`config.mk`:
```
export PLATFORM = sky130hd
export DESIGN_NAME = ccd_frame_seq
export DESIGN_NICKNAME = d
export VERILOG_FILES = /design/src/rtl/ccd_frame_seq.sv
export SDC_FILE = /design/constraint.sdc
export NUM_CORES = 1
export LEC_CHECK = 0
export ABC_AREA = 1
export ABC_CLOCK_PERIOD_IN_PS = 1730
export BUFFER_PORTS_ARGS = -buffer_cell sky130_fd_sc_hd__buf_2
export CAP_MARGIN = 20
export CORE_MARGIN = 4
export CORE_UTILIZATION = 50
export CTS_CLUSTER_SIZE = 14
export DETAILED_ROUTE_END_ITERATION = 10
export GPL_ROUTABILITY_DRIVEN = 0
export PLACE_DENSITY_LB_ADDON = 0.25
export SYNTH_ARGS = -nofsm -noshare
export SYNTH_HDL_FRONTEND = slang
export SYNTH_SLANG_ARGS = --single-unit
export TNS_END_PERCENT = 10
```
`constraint.sdc`:
```
create_clock -name clk -period 1.73 [get_ports clk]
set_clock_uncertainty 0.15 [all_clocks]
set_input_delay 0.346 -clock clk [delete_from_list [all_inputs] [get_ports clk]]
set_output_delay 0.346 -clock clk [all_outputs]
set_load 0.01 [all_outputs]
```
`src/rtl/ccd_frame_seq.sv`:
```
module ccd_frame_seq #(
  parameter int LINES       = 500,
  parameter int CLEAR_TICKS = 50,
  parameter int IW          = 16
) (
  input  logic          clk,
  input  logic          rst_n,
  input  logic          start_i,
  input  logic [1:0]    mode_i,
  input  logic [IW-1:0] integ_len_i,
  input  logic          line_done_i,
  output logic          drain_clr_o,
  output logic          drain_neg_o,
  output logic          img_g1_o,
  output logic          img_g2_o,
  output logic          stor_g_o,
  output logic          line_req_o,
  output logic          dual_o,
  output logic          field_o,
  output logic          busy_o,
  output logic          frame_done_o
);
  localparam int XW = $clog2(2*LINES + 3);
  localparam int KW = $clog2(CLEAR_TICKS + 1);
  localparam int AW = (XW > KW) ? XW : KW;
  localparam int CW = (AW > IW) ? AW : IW;

  typedef enum logic [2:0] {S_IDLE, S_CLEAR, S_INTEG, S_LSUM, S_XFER, S_RREQ, S_RWAIT, S_DONE} st_t;

  st_t           st;
  logic [CW-1:0] cnt;
  logic [1:0]    mode_q;
  logic [IW-1:0] len_q;
  logic          field_q;

  wire paired   = (mode_q == 2'd0) || (mode_q == 2'd3);
  wire [CW-1:0] xfer_load = CW'(2*LINES - 1) + ((paired && field_q) ? CW'(2) : CW'(0));
  wire [CW-1:0] read_load = (mode_q == 2'd1) ? CW'(LINES - 1) : CW'(LINES/2 - 1);
  wire hi_phase = (st == S_XFER) && cnt[0];
  wire in_lsum  = (st == S_LSUM);

  always_ff @(posedge clk) begin
    if (!rst_n) begin
      st      <= S_IDLE;
      cnt     <= '0;
      mode_q  <= '0;
      len_q   <= '0;
      field_q <= 1'b0;
    end else begin
      case (st)
        S_IDLE: if (start_i) begin
          mode_q <= mode_i;
          len_q  <= integ_len_i;
          cnt    <= CW'(CLEAR_TICKS - 1);
          st     <= S_CLEAR;
        end
        S_CLEAR: if (cnt == '0) begin
          cnt <= CW'(len_q);
          st  <= S_INTEG;
        end else cnt <= cnt - 1'b1;
        S_INTEG: if (cnt == '0) begin
          if (mode_q == 2'd3) st <= S_LSUM;
          else begin
            cnt <= xfer_load;
            st  <= S_XFER;
          end
        end else cnt <= cnt - 1'b1;
        S_LSUM: begin
          cnt <= xfer_load;
          st  <= S_XFER;
        end
        S_XFER: if (cnt == '0) begin
          cnt <= read_load;
          st  <= S_RREQ;
        end else cnt <= cnt - 1'b1;
        S_RREQ: st <= S_RWAIT;
        S_RWAIT: if (line_done_i) begin
          if (cnt == '0) st <= S_DONE;
          else begin
            cnt <= cnt - 1'b1;
            st  <= S_RREQ;
          end
        end
        S_DONE: begin
          if (paired) field_q <= ~field_q;
          st <= S_IDLE;
        end
        default: st <= S_IDLE;
      endcase
    end
  end

  assign drain_clr_o  = (st == S_CLEAR);
  assign drain_neg_o  = (st == S_XFER);
  assign img_g1_o     = hi_phase || (in_lsum && !field_q);
  assign img_g2_o     = hi_phase || (in_lsum && field_q);
  assign stor_g_o     = hi_phase || (st == S_RREQ);
  assign line_req_o   = (st == S_RREQ);
  assign busy_o       = (st != S_IDLE);
  assign dual_o       = busy_o && (mode_q == 2'd2);
  assign frame_done_o = (st == S_DONE);
  assign field_o      = field_q;
endmodule

```
# == Word level (Yosys, flattened, before mapping) ==
# Index checks and enable logic that the tools add are counted.
# word_totals
regBits,38
# classes
add_sub_neg,2
n_eq_ne,17
muxes,18
bitwise,1
n_reduce_logical,19
# ops
cell,n
$mux W16,7
$pmux W16 S6,1
$pmux W3 S8,1
$mux W3,6
$logic_not A16 Y1,1
$sub A16 B1 Y16 const B,1
$eq A3 B3 Y1 const B,4
$add A10 B2 Y11 const A,1
$reduce_and A5 Y1,2
$mux W9,1
$ne A2 B2 Y1 const B,4
$eq A3 B2 Y1 const B,2
$reduce_bool A6 Y1,1
$logic_and A1 B1 Y1,5
$eq A2 B2 Y1 const B,2
$logic_or A1 B1 Y1,4
$mux W2,2
$ne A2 B1 Y1 const B,2
$reduce_and A2 Y1,2
$eq A3 B1 Y1 const B,1
$logic_not A3 Y1,1
$ne A3 B3 Y1 const B,1
$reduce_bool A3 Y1,1
$eq A2 B1 Y1 const B,1
3 further kinds,3

# == Longest topological paths before layout ==
# depth
word_depth,8
mapped_depth,13
mapped_depth_nobuf,13

# == Worst setup path before layout ==
# OpenSTA, ideal clock, no wires.
# synth_path
path_kind,register to register
startpoint,register cnt[0]
endpoint,register cnt[10]
t_arrival_ps,1586
t_required_ps,1437
slack_ps,-149
path_stages_with_launch,13
n_path_buf,1
cell_sequence,dfxtp_1 -> inv_1 -> ha_1 -> nand2_2 -> nor2_4 -> nand2_4 -> nor2_8 -> nand3_4 -> nand2_4 -> nor2_8 -> buf_12 -> nand2_2 -> a21oi_2
# synth_via
elab_chain_len,4
elab_cells_between_ends,11
# synth_rtl
element,line_no,text
"start, declared",31,logic [CW-1:0] cnt;
"start signal, assigned",54,cnt <= CW'(CLEAR_TICKS - 1);
"start signal, assigned",58,cnt <= CW'(len_q);
"start signal, assigned",60,end else cnt <= cnt - 1'b1;
$sub A16 B1 Y16,-,
$mux W16,78,if (cnt == '0) st <= S_DONE;
$mux W16,77,S_RWAIT: if (line_done_i) begin
$pmux W16 S6,50,case (st)
# Parallel ways exist; a longest one is shown, timed or not. The select of a mux whose other input is x is not followed.
# A chain may end at the register's enable or synchronous reset.

# == Final worst setup path ==
# layout_path
startpoint,register st[1]
endpoint,output port img_g2_o
# layout_via
elab_chain_len,3
elab_cells_between_ends,5
# layout_rtl
element,line_no,text
"start, declared",30,st_t st;
"start signal, assigned",44,st <= S_IDLE;
"start signal, assigned",55,st <= S_CLEAR;
"start signal, assigned",59,st <= S_INTEG;
$eq A3 B3 Y1 / $eq A3 B2 Y1 (equally long branches),"39, 40",
"$logic_and A1 B1 Y1, on equally long branches","39, 96",
$logic_or A1 B1 Y1 (*),96,assign img_g2_o = hi_phase || (in_lsum && field_q);
"end, declared",15,"output logic img_g2_o,"
# Mark *: on every way between the ends. The rest lies on a longest branch, timed or not.

==> run summary <==
Hold Vio Cnt, Final - 0
Share of the synthesized area in the top cell type - 29.08%
WP buf/inv - 3
Largest net degree at the start of global routing - 24
Yosys warning count - 0
P_leak - 0.001709 uW
Cells along the critical path - buf_6 -> nand2_4 -> nor2_4 -> buf_6 -> nand2_2 -> nand2_1 -> buf_2
Cell count after synthesis - 380
CP Capture Type - primary output
Final hold slack - 0.1623 ns
Row count - 26
Residual DRC - 0
CP Launch Type - flip-flop
Count leader, synth - nand2_1
Post-layout nets - 499
Synth top area cells - dfxtp_1 (29%), nand2_1 (14%), nand3_1 (7.7%)
Internal power - 3834 uW
Root Driver - clkbuf_8
Maximum level of the CTS H-tree - 2
Worst-path clk slew - 0.09 ns
CP Data Required Time - 1.23 ns
Post-synth top cells - nand2_1 (95), nand3_1 (40), dfxtp_1 (38)
Drt wl/cell - 14.95 um
Unrepaired setup endpoints after global routing - true
Crit Path Class - flip-flop to primary output
First-pass GRT wire length - 13.44 mm
Max Transition Viols Final - 0
Core Region - 5075 um2
Combinational fraction of design power - 74.1%
Clk_lat worst skew - 0.31 ns
Final Util - 71.89%
Mean Syn Cell Area - 6.885 um2
Buffers on Ports - 31
Number of flops mapped to enable cells by yosys - 0
Top delay family on crit path - flip-flops
Synth area leader - dfxtp_1
Fin crit share - 108.8%
Reg power frac - 17.0%
Sinks on Clock Net - 38
Number of synthesized register bits - 38
Outcome - complete, but fails checks
Post-DP HPWL - 5.668 mm
Die height - 80.34 um
Crit path arrival time - 1.39 ns
TritonCTS Buffers - 5
Final setup viols - 20
Max stage delay on crit path - 0.41 ns
Post-synthesis sequential area ratio - 29.08%
Crit-path max FO - 5
Gr ovfl total - 0
Via count of the first global-routing pass - 2930
Max Freq - 0.5313 GHz
Synthesized Nets - 406
Cell Count, Final, Fillers Out - 544
Full die area - 6454 um2
Async S/R FF share, synth - 0%
HP Class - primary input to flip-flop
Worst Tran Pin Value - 0.3183 ns
Post-Syn Area - 2616 um2
Initial antenna violation count - 0
Sw Pwr - 3776 uW
Synth cell types - 33
DRT antenna net count - 0
TNS Setup - -0.7780 ns
Synth-to-Final Area Change - 39.45%
Synth Flop Type - dfxtp_1
Via Count - 2914
Switching Fraction - 49.62%
Clk buf depth - 2
CTS tree - done
DR pass1 iterations - 5
Inst Count DP - 525
Crit-path slowest cell - dfxtp_4
Ports - 32
Violated checks - setup timing
Fraction of layout cells with a size suffix above 1 - 42.41%
VDD IR max - 1121 uV
MaxCap Viol Count - 0
Slack of the critical path - -0.1523 ns
Post-Place Setup Slack - -0.06763 ns
Max transition margin - 78.71%
WL final - 8.134 mm
Final min period - 1.882 ns
Via/cell ratio - 5.357
Clock power frac - 8.9%
Starting DRT DRC Count - 222
GRT Total Usage - 26.64%
Most frequent cell on the critical path - buf_6
Power per cell area - 2086 nW/um2
Die X-Extent - 80.34 um
Initial Util - 51.55%
Antenna fix cells - 0
[through the flow]
step | cell area [um2] | power (uW)
after detailed placement | 3259 | 6236
after global routing | 3649 | 8207
final | 3649 | 7610
after CTS | 3561 | 7271
after global placement | 3259 | 6136
after floorplan | 2644 | 4548
[flip-flops by register name, indices dropped and copies added (netlist names)]
| name | cells |
|---|---|
| mode_q | 2 |
| field_o | 1 |
| cnt | 16 |
| len_q | 16 |
| st | 3 |
[final timing paths]
path / from / end / slack [ns] / cells past startpoint
max: st[1]$_SDFFE_PN0P_ / img_g2_o / -0.15 / 7
min: integ_len_i[9] / len_q[9]$_SDFFE_PN0P_ / 0.16 / 3
min reg2reg: len_q[14]$_SDFFE_PN0P_ / len_q[14]$_SDFFE_PN0P_ / 0.31 / 2
max reg2reg: st[0]$_SDFFE_PN0P_ / cnt[15]$_SDFFE_PN0P_ / -0.07 / 10
[logic make-up (layout without fill, tap and decap cells)]
kind of cell | after synthesis | after routing | share of synthesized area (%)
compound gates | 71 | 71 | 16.16
simple gates | 212 | 212 | 41.37
fa+ha+maj | 4 | 4 | 1.913
flops | 38 | 38 | 29.08
buf+inv | 45 | 139 | 8.130
xor+xnor | 10 | 10 | 3.348
[routing by layer]
layer,wire length (um),global-route usage [%],share of wire [%]
met1,3480,32.65,43
met2,3822,44.29,47
met3,538,5.381,6.6
met4,293,12.84,3.6
met5,0,0,0
[timing repair]
item	in CTS	in global routing
pin swaps	11	9
endpoints found under the setup margin	22	27
resized for setup	40	25
hold endpoints to repair	0	0
hold buffers	0	0
buffers inserted	10	1
[area by class of cell]
class | instances | area, um2
Clock buffer | 6 | 82.58
Clock inverter | 2 | 12.51
Fill cell | 420 | 1426
Inverter | 34 | 140.1
Multi-Input combinational cell | 297 | 1797
Sequential cell | 38 | 777.0
Tap cell | 70 | 87.58
Timing Repair Buffer | 97 | 752.0
[cells in the final DEF, fill, tap and decap left out, types with 2 or more instances in the layout]
| cell type | instances |
|---|---|
| a21oi_1 | 33 |
| a21oi_2 | 12 |
| buf_12 | 3 |
| buf_2 | 28 |
| buf_4 | 51 |
| buf_6 | 15 |
| clkbuf_8 | 6 |
| dfxtp_1 | 31 |
| dfxtp_2 | 4 |
| dfxtp_4 | 3 |
| ha_1 | 2 |
| ha_4 | 2 |
| inv_1 | 25 |
| inv_2 | 5 |
| inv_4 | 3 |
| nand2_1 | 84 |
| nand2_2 | 24 |
| nand2_4 | 9 |
| nand3_1 | 40 |
| nand4_1 | 5 |
| nor2_1 | 19 |
| nor2_2 | 9 |
| nor2_4 | 13 |
| nor2_8 | 2 |
| nor3_1 | 2 |
| o211ai_1 | 4 |
| o21ai_0 | 14 |
| o21ai_1 | 4 |
| or2_2 | 2 |
| xnor2_1 | 2 |
| xor2_1 | 7 |
[worst min-delay path: stages]
cell and delay (ns):
buf_2 0.10, nand3_1 0.07, a21oi_1 0.06
[power by group through the flow]
stage          clock (uW)  sequential [uW]  combinational (uW)
2_1_floorplan           0             1280                3270
3_3_place_gp            0             1250                4880
3_5_place_dp            0             1260                4970
4_1_cts               678             1270                5320
5_1_grt               724             1320                6160
6_report              679             1290                5640
(Power assumes the default switching activity.)
